--- src/rtl/rtc_calendar.sv ---
module rtc_calendar #(
  parameter int AW = 4
) (
  input  logic          clk,
  input  logic          rst_n,
  input  logic          tick,
  input  logic          wr_en,
  input  logic [AW-1:0] addr,
  input  logic [7:0]    wdata,
  output logic [7:0]    rdata,
  output logic          alarm_pulse
);
  logic [7:0] sec_q, sal_q, min_q, mal_q, hr_q, hal_q, dow_q, dom_q, mon_q, yr_q, ctrl_q;
  logic       upd_q;

  function automatic logic [6:0] dec(input logic [7:0] b, input logic bin);
    logic [6:0] t;
    t = 7'(b[7:4]) * 7'd10 + 7'(b[3:0]);
    return bin ? b[6:0] : t;
  endfunction

  function automatic logic [7:0] enc(input logic [6:0] v, input logic bin);
    logic [6:0] hi, lo;
    hi = v / 7'd10;
    lo = v % 7'd10;
    return bin ? {1'b0, v} : {hi[3:0], lo[3:0]};
  endfunction

  function automatic logic hit(input logic [7:0] a, input logic [7:0] t);
    return (a[7:6] == 2'b11) || (a == t);
  endfunction

  wire bin = ctrl_q[2];
  wire h24 = ctrl_q[1];
  wire adv = tick & ~ctrl_q[7] & ~wr_en;

  logic [6:0] s, m, hv, dw, dd, mo, yr;
  logic [6:0] ns, nm, nh, ndw, ndd, nmo, nyr, mlen;
  logic       pm, npm, c_h, c_d, c_mo, c_y, c_m;

  always_comb begin
    s  = dec(sec_q, bin);
    m  = dec(min_q, bin);
    hv = dec(hr_q & 8'h7F, bin);
    pm = hr_q[7];
    dw = dec(dow_q, bin);
    dd = dec(dom_q, bin);
    mo = dec(mon_q, bin);
    yr = dec(yr_q, bin);
    case (mo)
      7'd2:                      mlen = (yr[1:0] == 2'b00) ? 7'd29 : 7'd28;
      7'd4, 7'd6, 7'd9, 7'd11:   mlen = 7'd30;
      default:                   mlen = 7'd31;
    endcase

    c_m = s >= 7'd59;
    ns  = c_m ? 7'd0 : s + 7'd1;
    c_h = c_m && (m >= 7'd59);
    nm  = c_m ? (c_h ? 7'd0 : m + 7'd1) : m;

    nh  = hv;
    npm = pm;
    c_d = 1'b0;
    if (c_h) begin
      if (h24) begin
        c_d = hv >= 7'd23;
        nh  = c_d ? 7'd0 : hv + 7'd1;
        npm = 1'b0;
      end else if (hv == 7'd11) begin
        nh  = 7'd12;
        npm = ~pm;
        c_d = pm;
      end else if (hv >= 7'd12) begin
        nh  = 7'd1;
      end else begin
        nh  = hv + 7'd1;
      end
    end

    ndw  = dw;
    ndd  = dd;
    c_mo = 1'b0;
    if (c_d) begin
      ndw  = (dw >= 7'd7) ? 7'd1 : dw + 7'd1;
      c_mo = dd >= mlen;
      ndd  = c_mo ? 7'd1 : dd + 7'd1;
    end
    c_y = c_mo && (mo >= 7'd12);
    nmo = c_mo ? (c_y ? 7'd1 : mo + 7'd1) : mo;
    nyr = c_y ? ((yr >= 7'd99) ? 7'd0 : yr + 7'd1) : yr;
  end

  always_ff @(posedge clk) begin
    if (!rst_n) begin
      {sec_q, sal_q, min_q, mal_q, hr_q, hal_q, yr_q} <= '0;
      dow_q  <= 8'h01;
      dom_q  <= 8'h01;
      mon_q  <= 8'h01;
      ctrl_q <= 8'h02;
      upd_q  <= 1'b0;
    end else begin
      upd_q <= adv;
      if (wr_en) begin
        case (addr)
          AW'(0):  sec_q  <= wdata;
          AW'(1):  sal_q  <= wdata;
          AW'(2):  min_q  <= wdata;
          AW'(3):  mal_q  <= wdata;
          AW'(4):  hr_q   <= wdata;
          AW'(5):  hal_q  <= wdata;
          AW'(6):  dow_q  <= wdata;
          AW'(7):  dom_q  <= wdata;
          AW'(8):  mon_q  <= wdata;
          AW'(9):  yr_q   <= wdata;
          AW'(11): ctrl_q <= wdata;
          default: ;
        endcase
      end else if (adv) begin
        sec_q <= enc(ns, bin);
        min_q <= enc(nm, bin);
        hr_q  <= enc(nh, bin) | {npm & ~h24, 7'b0};
        dow_q <= enc(ndw, bin);
        dom_q <= enc(ndd, bin);
        mon_q <= enc(nmo, bin);
        yr_q  <= enc(nyr, bin);
      end
    end
  end

  always_comb begin
    case (addr)
      AW'(0):  rdata = sec_q;
      AW'(1):  rdata = sal_q;
      AW'(2):  rdata = min_q;
      AW'(3):  rdata = mal_q;
      AW'(4):  rdata = hr_q;
      AW'(5):  rdata = hal_q;
      AW'(6):  rdata = dow_q;
      AW'(7):  rdata = dom_q;
      AW'(8):  rdata = mon_q;
      AW'(9):  rdata = yr_q;
      AW'(11): rdata = ctrl_q;
      default: rdata = 8'h00;
    endcase
  end

  assign alarm_pulse = upd_q & hit(sal_q, sec_q) & hit(mal_q, min_q) & hit(hal_q, hr_q);
endmodule

--- config.mk ---
export PLATFORM = sky130hd
export DESIGN_NAME = rtc_calendar
export DESIGN_NICKNAME = d
export VERILOG_FILES = /design/src/rtl/rtc_calendar.sv
export SDC_FILE = /design/constraint.sdc
export NUM_CORES = 1
export LEC_CHECK = 0
export BUFFER_PORTS_ARGS = -buffer_cell sky130_fd_sc_hd__buf_2
export CAP_MARGIN = 20
export CORE_ASPECT_RATIO = 1.5
export CORE_MARGIN = 4
export CORE_UTILIZATION = 37
export CTS_BUF_LIST = sky130_fd_sc_hd__clkbuf_16
export DETAILED_ROUTE_END_ITERATION = 6
export PLACE_DENSITY = 0.58
export SLEW_MARGIN = 20
export SYNTH_ARGS = -nofsm -noshare
export SYNTH_HDL_FRONTEND = slang
export SYNTH_SLANG_ARGS = --single-unit
--- constraint.sdc ---
create_clock -name clk -period 9.2 [get_ports clk]
set_input_delay 0.46 -clock clk [delete_from_list [all_inputs] [get_ports clk]]
set_output_delay 0.46 -clock clk [all_outputs]
set_load 0.01 [all_outputs]
---- After elaboration in Yosys (flattened, before gate mapping) ----
Index checks and enable logic that the tools add are counted.
storage, ports and cells
  register bits after elaboration ......... 89
  input port bits ......................... 16
  output and inout bits ................... 9
  word-level logic and storage cells ...... 176
cells by class
  $add $sub $neg .......................... 14
  $mul .................................... 7
  div/mod/pow operators ................... 14
  $lt $le $gt $ge ......................... 8
  equality and inequality tests ........... 29
  muxes and demuxes ....................... 61
  bitwise gates (word level) .............. 11
  reductions and logical operators ........ 20
operators with widths
  operator                                                               count
  8-bit 2-to-1 mux                                                       28
  7-bit 2-to-1 mux                                                       23
  8-bit one-hot mux with 11 select lines                                 1
  7-bit by 1-bit adder with 7-bit output, second input constant          7
  7-bit by 4-bit adder with 7-bit output                                 7
  7-bit by 4-bit divider with 7-bit output, second input constant        7
  7-bit by 4-bit modulo with 7-bit output, second input constant         7
  4-bit by 3-bit multiplier with 6-bit output, second input constant     6
  8-bit == test                                                          3
  2-bit AND reduction                                                    11
  7-bit by 4-bit == test with 1-bit output, second input constant        3
  4-bit by 3-bit == test with 1-bit output, second input constant        4
  7-bit by 3-bit == test with 1-bit output, second input constant        2
  7-bit by 4-bit >= comparator with 1-bit output, second input constant  2
  7-bit by 6-bit >= comparator with 1-bit output, second input constant  2
  2-bit by 1-bit != test with 1-bit output, second input constant        7
  4-bit == test, second input constant                                   3
  4-bit by 2-bit == test with 1-bit output, second input constant        2
  1-bit 2-to-1 mux                                                       8
  8-bit bitwise OR                                                       1
  7-bit by 2-bit == test with 1-bit output, second input constant        1
  7-bit by 3-bit >= comparator with 1-bit output, second input constant  1
  7-bit by 5-bit >= comparator with 1-bit output, second input constant  1
  7-bit >= comparator                                                    1
  other kinds (13)                                                       26

---- Longest topological paths before layout ----
Gate-level depths: netlist of the first run.
  depth in word-level cells ............... 15
  mapped depth ............................ 36

---- Least setup slack after synthesis of the first run ----
OpenSTA, ideal clock, no wires.
  path type ............................... register to register
  from .................................... register ctrl_q[2]
  to ...................................... register yr_q[2]
  data arrival time ....................... 6.309 ns
  path slack .............................. 2.769 ns
  cell stages (with the launch flop) ...... 36
  period minus slack after synthesis ...... 6.431 ns
  cells stage by stage .................... dfxtp_1 > buf_6 > buf_6 > buf_6 > buf_2 > buf_2 > buf_1 > mux2_2 > inv_1 > ha_1 > o21ai_0 > a21oi_1 > a21oi_1 > ha_1 > nand2b_1 > a21oi_1 > a211o_1 > a31oi_1 > nand2_1 > or3_1 > and2_1 > buf_2 > nor2_1 > nand2_1 > o31ai_1 > a21oi_1 > xnor2_1 > ha_1 > clkbuf_1 > o21ai_0 > a21oi_1 > o211ai_1 > o311ai_2 > nand3_2 > mux2i_1 > a221o_1
on the way
  cells in the longest elaborated chain, start to end .. 12
ends and longest elaborated chain
  element                                                                    RTL line  source
  start, declared                                                            13        logic [7:0] sec_q, sal_q, min_q, mal_q, hr_q, hal_q, dow_q, dom_q, mon_q, yr_q, ctrl_q;
  start signal, assigned                                                     115       AW'(11): ctrl_q <= wdata;
  7-bit 2-to-1 mux                                                           19        return bin ? b[6:0] : t;
  7-bit by 3-bit == test with 1-bit output (tied with other cells)           50        case (mo)
  4-bit OR reduction (tied with other cells)                                 50
  2-bit one-hot mux with 2 select lines or 1-bit 2-to-1 mux (tied branches)  50, 65
  7-bit >= comparator or 1-bit 2-to-1 mux (tied branches)                    85, 64
  1-bit 2-to-1 mux                                                           83        if (c_d) begin
  1-bit logical AND                                                          88        c_y = c_mo && (mo >= 7'd12);
  7-bit 2-to-1 mux                                                           90        nyr = c_y ? ((yr >= 7'd99) ? 7'd0 : yr + 7'd1) : yr;
  7-bit by 4-bit modulo with 7-bit output                                    25        lo = v % 7'd10;
  8-bit 2-to-1 mux *                                                         26        return bin ? {1'b0, v} : {hi[3:0], lo[3:0]};
  8-bit 2-to-1 mux *                                                         118       end else if (adv) begin
  8-bit 2-to-1 mux *                                                         103       if (wr_en) begin
  end signal, assigned                                                       114       AW'(9): yr_q <= wdata;
  end signal, assigned                                                       125       yr_q <= enc(nyr, bin);
  end, declared                                                              13
Mark *: on every way between the ends. The rest lies on a longest branch, timed or not. The select of a mux whose other input is x is not followed.
A chain may end at the register's enable or synchronous reset.

---- Worst setup path in the final report of the first run ----
  from .................................... register mon_q[5]
  to ...................................... register mon_q[3]
on the way
  cells in the longest elaborated chain, start to end .. 15
ends and longest elaborated chain
  element                                                                                               RTL line  source
  start, declared                                                                                       13
  start signal, assigned                                                                                113       AW'(8): mon_q <= wdata;
  start signal, assigned                                                                                124       mon_q <= enc(nmo, bin);
  4-bit by 3-bit multiplier with 6-bit output                                                           18        t = 7'(b[7:4]) * 7'd10 + 7'(b[3:0]);
  7-bit by 4-bit adder with 7-bit output                                                                18
  7-bit 2-to-1 mux *                                                                                    19
  7-bit by 3-bit == test with 1-bit output or 7-bit by 4-bit == test with 1-bit output (tied branches)  50
  4-bit OR reduction                                                                                    50
  2-bit one-hot mux with 2 select lines                                                                 50
  7-bit >= comparator                                                                                   85        c_mo = dd >= mlen;
  1-bit 2-to-1 mux                                                                                      83
  1-bit logical AND                                                                                     88
  7-bit 2-to-1 mux                                                                                      89        nmo = c_mo ? (c_y ? 7'd1 : mo + 7'd1) : mo;
  7-bit 2-to-1 mux *                                                                                    89
  7-bit by 4-bit modulo with 7-bit output                                                               25
  8-bit 2-to-1 mux *                                                                                    26
  8-bit 2-to-1 mux *                                                                                    118
  8-bit 2-to-1 mux *                                                                                    103
Marks and branches as above.

==> results of run 1 <==
cell usage after synthesis (all sizes together), types with 24 or more instances:
cell type,number
a21oi,108
a31oi,47
and2,24
buf,30
clkbuf,63
dfxtp,89
ha,65
inv,26
mux2i,67
nand2,150
nand3,57
nor2,121
nor2b,47
nor3,40
o211ai,27
o21ai,128
xnor2,26
xor2,33
layout make-up:
type | instances | area share [%]
flip-flops and latches | 89 | 14.6
well taps | 405 | 4.14
clock inverters | 7 | 0.705
inverters | 27 | 0.849
repair buffers | 45 | 2.27
multi-input cells | 1330 | 75.6
clock buffers | 9 | 1.84
registers in the layout (all words and copies together) (netlist names):
register and cells:
dow_q 8, dom_q 8, mal_q 8, hr_q 8, sal_q 8, ctrl_q 8, sec_q 8, hal_q 8
mon_q 8, min_q 8, upd_q 1, yr_q 8
path summary, 6_finish.rpt:
kind | slack (ns) | endpoint | start | depth (start not counted)
worst max-delay path | 1.73 | mon_q[3]$_SDFFE_PN0P_ | mon_q[5]$_SDFFE_PN0P_ | 32
worst min-delay path | 0.47 | sal_q[3]$_SDFFE_PN0P_ | wdata[3] | 3
worst max register to register | 1.73 | mon_q[3]$_SDFFE_PN0P_ | mon_q[5]$_SDFFE_PN0P_ | 32
worst min register to register | 0.52 | ctrl_q[6]$_SDFFE_PN0P_ | ctrl_q[6]$_SDFFE_PN0P_ | 2
worst reg2reg max path: cells and delay by family (launching register included):
family,cells,cell delay [ns]
multiplexers,1,0.18
adder cells (fa/ha/maj),5,1.53
AO/OA/AOI/OAI,17,3.71
flip-flops,1,0.48
buffers and inverters,2,0.16
AND/OR/NAND/NOR,7,1.26
report_power, final:
part | total [µW] | internal (µW) | switching, µW | leakage, µW
Clock | 399 | 236 | 163 | 0.000164
Combinational | 1400 | 536 | 863 | 0.00384
Sequential | 483 | 415 | 68.5 | 0.000728
stage by stage:
step | std cells | instance area [µm²]
final | 1912 | 12200
after detailed placement | 1896 | 11900
after global routing | 1912 | 12200
after floorplan | 1539 | 11600
after CTS | 1912 | 12200
after global placement | 1896 | 11900
layer usage:
layer  GRT usage (%)  wire length (µm)  vias to the layer above
li1                -                 -                     5804
met1            28.6             16900                     5882
met2            42.5             21000                      476
met3            2.93              2410                      116
met4            12.7              2400                        2
met5               0                13                        -
cell families after synthesis:
family                     Yosys count  share of synthesized area (%)
and+or+nand+nor                    552                           24.0
muxes                               91                           8.30
buffers and inverters              120                           4.57
xor gates and xnor gates            59                           4.47
adders and majority gates           82                           9.64
AOI/OAI and AO/OA                  546                           33.6
DFF                                 89                           15.4
==> metrics.md, run 1 <==
| Metric | Value |
|---|---|
| Post-synthesis cell type count | 106 |
| Clk sinks | 89 |
| # resized after CTS | 0 |
| Register area share after synthesis | 15.4% |
| Drt wl/cell | 22.3 µm |
| Total Wirelength | 42700 µm |
| Failing checks | DRC |
| Postcts setup bufs | 0 |
| Flip-flop and latch count after synthesis | 89 |
| Chip Width | 152 µm |
| Synth top area share | 15.4% |
| Avg Cell Area, Syn | 7.51 µm² |
| Post-route setup TNS | 0 ns |
| Layout Nets | 1596 |
| Clk_lat worst skew | 0.36 ns |
| Initial core utilization | 37.4% |
| Hold Path Class | input pin to flip-flop |
| Vias after detailed routing | 12280 |
| Slew HR | 27.1% |
| Register area | 1790 µm² |
| Area contributors post-synth | dfxtp_1 15%, ha_1 7.0%, mux2i_1 5.7%, o21ai_0 4.9%, nand2_1 4.8% |
| Hold Buf Count CTS | 0 |
| DRC | 3 |
| Final ANT Viol Nets | 0 |
| Antenna Cells | 0 |
| Maximum clock rate | 0.134 GHz |
| Critical path's slowest cell | a31oi_1 |
| FILL cells | 3187 |
| CTS Buffer Depth | 2 |
| Fin. Hold Viols | 0 |
| Total global routing overflow | 0 |
| Drt pass-1 iters | 7 |
| Part of the cycle the worst path needs | 81.2% |
| Power Dens Cells | 186 nW/µm² |
| Status | finished, violations left |
| Commonest non-fill, non-tap cell in the layout | nand2_1 |
| Setup-failing EPs final | 0 |
| Leading area contributor after synthesis | dfxtp_1 |
| Largest net degree at the start of global routing | 68 |
| Pins Over Slew Limit | 0 |
| RSZ-0062 raised after global routing | no |
| CP Data Required Time | 9.40 ns |
| First-pass GRT wire length | 66500 µm |
| Async set-reset flop share out of synthesis | 0% |
| Core area | 30900 µm² |
| Tmin final | 7.47 ns |
| Via-per-instance ratio | 6.42 |
| CTS tree | built |
| Number of global-route vias before repair | 11719 |
| Multi-input gate area | 9250 µm² |
| Most used cell, CP | a21oi_1 |
| Placement Setup Slack | 1.82 ns |
| Hold Slack | 0.466 ns |
| Delay of the slowest critical-path stage | 0.74 ns |
| Startpoint types | flip-flop |
| Syn_nets | 1633 |
| GPL Wtd Cong | 0.996 |
| Least-Margin Pin Slew | 1.09 ns |
| Worst path buffer plus inverter count | 2 |
| DRT iter0 DRCs | 1114 |
| Post-layout util | 39.6% |
| Max Clock Skew | 0.0101 ns |
| CTS buffer count | 9 |
| Critical path's top delay family | compound AO/OA/AOI/OAI gates |
| Cell Area, Synth | 11600 µm² |
| Initial antenna violation count | 1 |
| DIE AREA | 34200 µm² |
| Worst EP arrival | 7.67 ns |
| H-tree depth | 3 |
| CP Max Fanout | 12 |
| Synth-to-Final Area Change | 5.88% |
| Clk pin slew, worst setup/hold paths | 0.07 ns |
| Most frequent cells in the layout | 147 x nand2_1, 120 x nor2_1, 113 x o21ai_0, 106 x a21oi_1, 88 x dfxtp_1 |
| Setup ws final | 1.73 ns |
| Port Buf Inserts | 24 |
| Setup CP Type | flip-flop to flip-flop |
| Total GRT Usage | 24.1% |
| Number of enable flip-flop cells after synthesis | 0 |
| Row cnt | 79 |
| Max-Cap Viols | 0 |
| DP HPWL | 32000 µm |
| Layout cell share with drive strength beyond 1 | 9.42% |
| YS warnings | 0 |
| Max IR drop VDD | 0.0000860 V |
| Total Power | 2280 µW |
| Root buffer cell | clkbuf_16 |
| I/O pins | 25 |
| DIE HEIGHT | 224 µm |
| Leak Pwr | 0.00473 µW |
| Most common flop cell mapped by yosys | dfxtp_1 |
| Critical path capture point type | flip-flop |
| Synth Instances | 1539 |
No activity file was read; power rests on OpenSTA's default activity.
==> inputs of run 2 (changes only) <==
--- a/config.mk
+++ b/config.mk
@@ -12,7 +12,7 @@
 export CORE_UTILIZATION = 37
 export CTS_BUF_LIST = sky130_fd_sc_hd__clkbuf_16
 export DETAILED_ROUTE_END_ITERATION = 6
-export PLACE_DENSITY = 0.58
+export PLACE_DENSITY = 0.6
 export SLEW_MARGIN = 20
 export SYNTH_ARGS = -nofsm -noshare
 export SYNTH_HDL_FRONTEND = slang
==> constraint.sdc (replaced) <==
create_clock -name clk -period 6.25 [get_ports clk]
set_input_delay 0.3125 -clock clk [delete_from_list [all_inputs] [get_ports clk]]
set_output_delay 0.3125 -clock clk [all_outputs]
set_load 0.01 [all_outputs]
==> metrics.md, run 2 (synthesized netlist as in run 1, its figures left out) <==
| Metric | Value |
|---|---|
| Multi-input gate area | 9500 µm² (was 9250 µm²) |
| Comb power frac | 65.6% (was 61.3%) |
| Clock power frac | 15.2% (was 17.5%) |
| Least-Margin Pin Slew | 1.08 ns (was 1.09 ns) |
| Via-per-instance ratio | 6.36 (was 6.42) |
| Hold Slack | 0.323 ns (was 0.466 ns) |
| Slew HR | 27.6% (was 27.1%) |
| FF-to-FF path depth | 32 (unchanged) |
| Clk_lat worst skew | 0.37 ns (was 0.36 ns) |
| Hold EP | sal_q[3]$_SDFFE_PN0P_ (unchanged) |
| Post-route setup TNS | 0 ns (unchanged) |
| First-pass GRT wire length | 66900 µm (was 66500 µm) |
| Clk sinks | 89 (unchanged) |
| DIE HEIGHT | 224 µm (unchanged) |
| Port Buf Inserts | 24 (unchanged) |
| Total Wirelength | 43700 µm (was 42700 µm) |
| Hold Buf Count CTS | 0 (unchanged) |
| Setup CP Type | flip-flop to flip-flop (unchanged) |
| Hold_sp | wdata[3] (unchanged) |
| Setup-failing EPs final | 0 (unchanged) |
| H-tree depth | 3 (unchanged) |
| GPL Wtd Cong | 0.974 (was 0.996) |
| Delay of the slowest critical-path stage | 0.45 ns (was 0.74 ns) |
| CP Data Required Time | 6.51 ns (was 9.40 ns) |
| RR Startpoint | mon_q[7]$_SDFFE_PN0P_ (was mon_q[5]$_SDFFE_PN0P_) |
| Number of global-route vias before repair | 11978 (was 11719) |
| Startpoint types | flip-flop (unchanged) |
| Most used cell, CP | a21oi_1 (unchanged) |
| Initial antenna violation count | 3 (was 1) |
| CTS buffer count | 9 (unchanged) |
| RR Endpoint | yr_q[2]$_SDFFE_PN0P_ (was mon_q[3]$_SDFFE_PN0P_) |
| Slack of the worst reg-to-reg path | 0.22 ns (was 1.73 ns) |
| Core area | 30900 µm² (unchanged) |
| Critical path's slowest cell | fa_2 (was a31oi_1) |
| DP HPWL | 32900 µm (was 32000 µm) |
| FILL cells | 3169 (was 3187) |
| CP Max Fanout | 4 (was 12) |
| Part of the cycle the worst path needs | 96.6% (was 81.2%) |
| Layout Nets | 1687 (was 1596) |
| Worst EP arrival | 6.30 ns (was 7.67 ns) |
| Max IR drop VDD | 0.000116 V (was 0.0000860 V) |
| Design Area, Final | 13200 µm² (was 12200 µm²) |
| Hold Path Class | input pin to flip-flop (unchanged) |
| Reg power frac | 19.2% (was 21.2%) |
| Internal Power | 1900 µW (was 1190 µW) |
| Psw | 1730 µW (was 1090 µW) |
| Synth-to-Final Area Change | 14.1% (was 5.88%) |
| Placement Setup Slack | -0.233 ns (was 1.82 ns) |
| Clk pin slew, worst setup/hold paths | 0.08 ns (was 0.07 ns) |
| Chip Width | 152 µm (unchanged) |
| Most frequent cells in the layout | 145 x nand2_1, 115 x nor2_1, 108 x o21ai_0, 108 x buf_4, 100 x a21oi_1 (was 147 x nand2_1, 120 x nor2_1, 113 x o21ai_0, 106 x a21oi_1, 88 x dfxtp_1) |
| Register area | 1790 µm² (about the same) |
| Leak Pwr | 0.00523 µW (was 0.00473 µW) |
| CTS tree | built (unchanged) |
| Fin. Hold Viols | 0 (unchanged) |
| Row cnt | 79 (unchanged) |
| Tmin final | 6.03 ns (was 7.47 ns) |
| Initial core utilization | 37.4% (unchanged) |
| DRT iter0 DRCs | 1157 (was 1114) |
| Root buffer cell | clkbuf_16 (unchanged) |
| Placed cells | 1971 (was 1896) |
| Finished Layout Cells | 2004 (was 1912) |
| Critical path capture point type | flip-flop (unchanged) |
| Final ANT Viol Nets | 0 (unchanged) |
| Max Clock Skew | 0.0109 ns (was 0.0101 ns) |
| Status | complete, no violations (was finished, violations left) |
| Layout cell share with drive strength beyond 1 | 17.4% (was 9.42%) |
| Max-Cap Viols | 0 (unchanged) |
| Total GRT Usage | 24.2% (was 24.1%) |
| Switching power share of the total | 47.7% (was 48.0%) |
| Hold path cells | 3 (unchanged) |
| Vias after detailed routing | 12747 (was 12280) |
| I/O pins | 25 (unchanged) |
| Drt wl/cell | 21.8 µm (was 22.3 µm) |
| CTS Buffer Depth | 2 (unchanged) |
| DRC | 0 (was 3) |
| Critical path's top delay family | compound AO/OA/AOI/OAI gates (unchanged) |
| Maximum clock rate | 0.166 GHz (was 0.134 GHz) |
| Pins Over Slew Limit | 0 (unchanged) |
| Power Dens Cells | 275 nW/µm² (was 186 nW/µm²) |
| DIE AREA | 34200 µm² (unchanged) |
| Drt pass-1 iters | 6 (was 7) |
| RSZ-0062 raised after global routing | yes (was no) |
| Cell Area, Placed | 12500 µm² (was 11900 µm²) |
| Worst path buffer plus inverter count | 2 (unchanged) |
| Commonest non-fill, non-tap cell in the layout | nand2_1 (unchanged) |
| Total global routing overflow | 0 (unchanged) |
| Largest net degree at the start of global routing | 91 (was 68) |
| Setup ws final | 0.215 ns (was 1.73 ns) |
[run 2: changes by cell type in the layout (fill, tap and decap cells not counted), moves of 4 or more]
cell	previous run	this run
o21ai_0	113	108
a21oi_2	2	8
inv_1	28	23
nor2_2	1	6
o21ai_1	14	18
buf_4	21	108
ha_1	65	60
nor2_1	120	115
a21oi_1	106	100
[run 2: worst max-delay path by stage]
stage,start,end,slack [ns],cells past startpoint
2_1_floorplan,mon_q[5]$_SDFFE_PN0P_,yr_q[2]$_SDFFE_PN0P_,0.004,30
3_3_place_gp,mon_q[5]$_SDFFE_PN0P_,yr_q[2]$_SDFFE_PN0P_,-0.1,31
6_report,mon_q[7]$_SDFFE_PN0P_,yr_q[2]$_SDFFE_PN0P_,0.22,32
5_1_grt,mon_q[7]$_SDFFE_PN0P_,yr_q[2]$_SDFFE_PN0P_,-0.09,31
4_1_cts,mon_q[5]$_SDFFE_PN0P_,yr_q[2]$_SDFFE_PN0P_,-0.03,31
3_5_place_dp,mon_q[5]$_SDFFE_PN0P_,yr_q[2]$_SDFFE_PN0P_,-0.23,31
[run 2: final cells by class]
type                            count  area share, %
Inverter                           27          0.788
Timing Repair Buffer              136           7.57
Multi-Input combinational cell   1330           72.1
Sequential cell                    89           13.6
Clock buffer                        9           1.71
Tap cell                          405           3.84
Clock inverter                      7          0.446
Antenna cell                        1         0.0190
[run 2: routing by layer]
layer / part of all wire, % / vias up / track usage (%)
met1: 38 / 6096 / 27.8
met2: 49 / 526 / 43.2
met3: 5.6 / 140 / 2.93
met4: 6.6 / 4 / 14.3
li1: - / 5981 / -
met5: 0.039 / - / 0
[run 2: worst reg2reg max path, delay by kind of cell, from the launching register on]
| kind | cells | cell delay, ns |
|---|---|---|
| AO/OA/AOI/OAI | 15 | 2.38 |
| AND/OR/NAND/NOR | 8 | 1.38 |
| adder cells (fa/ha/maj) | 5 | 1.35 |
| flip-flops | 1 | 0.34 |
| buffers and inverters | 2 | 0.18 |
| XOR/XNOR | 1 | 0.15 |
| multiplexers | 1 | 0.15 |
[run 2: repair_timing]
| item | CTS | global route |
|---|---|---|
| pin swaps | 0 | 16 |
| setup endpoints to repair | 8 | 12 |
| resized for setup | 9 | 46 |
| buffers inserted | 0 | 15 |
[run 2: per-stage QoR]
stage               total power (µW)  utilization [%]
global placement                2890             40.5
global route                    3880             42.6
finish                          3630             42.6
CTS                             3470             41.6
detailed placement              2910             40.5
floorplan                       2270                -
[run 2: power by group through the flow]
| stage | registers, µW | logic (µW) | clock network [µW] |
|---|---|---|---|
| 6_report | 696 | 2380 | 552 |
| 5_1_grt | 702 | 2600 | 571 |
| 4_1_cts | 693 | 2230 | 550 |
| 3_5_place_dp | 706 | 2210 | 0 |
| 3_3_place_gp | 706 | 2190 | 0 |
| 2_1_floorplan | 674 | 1600 | 0 |
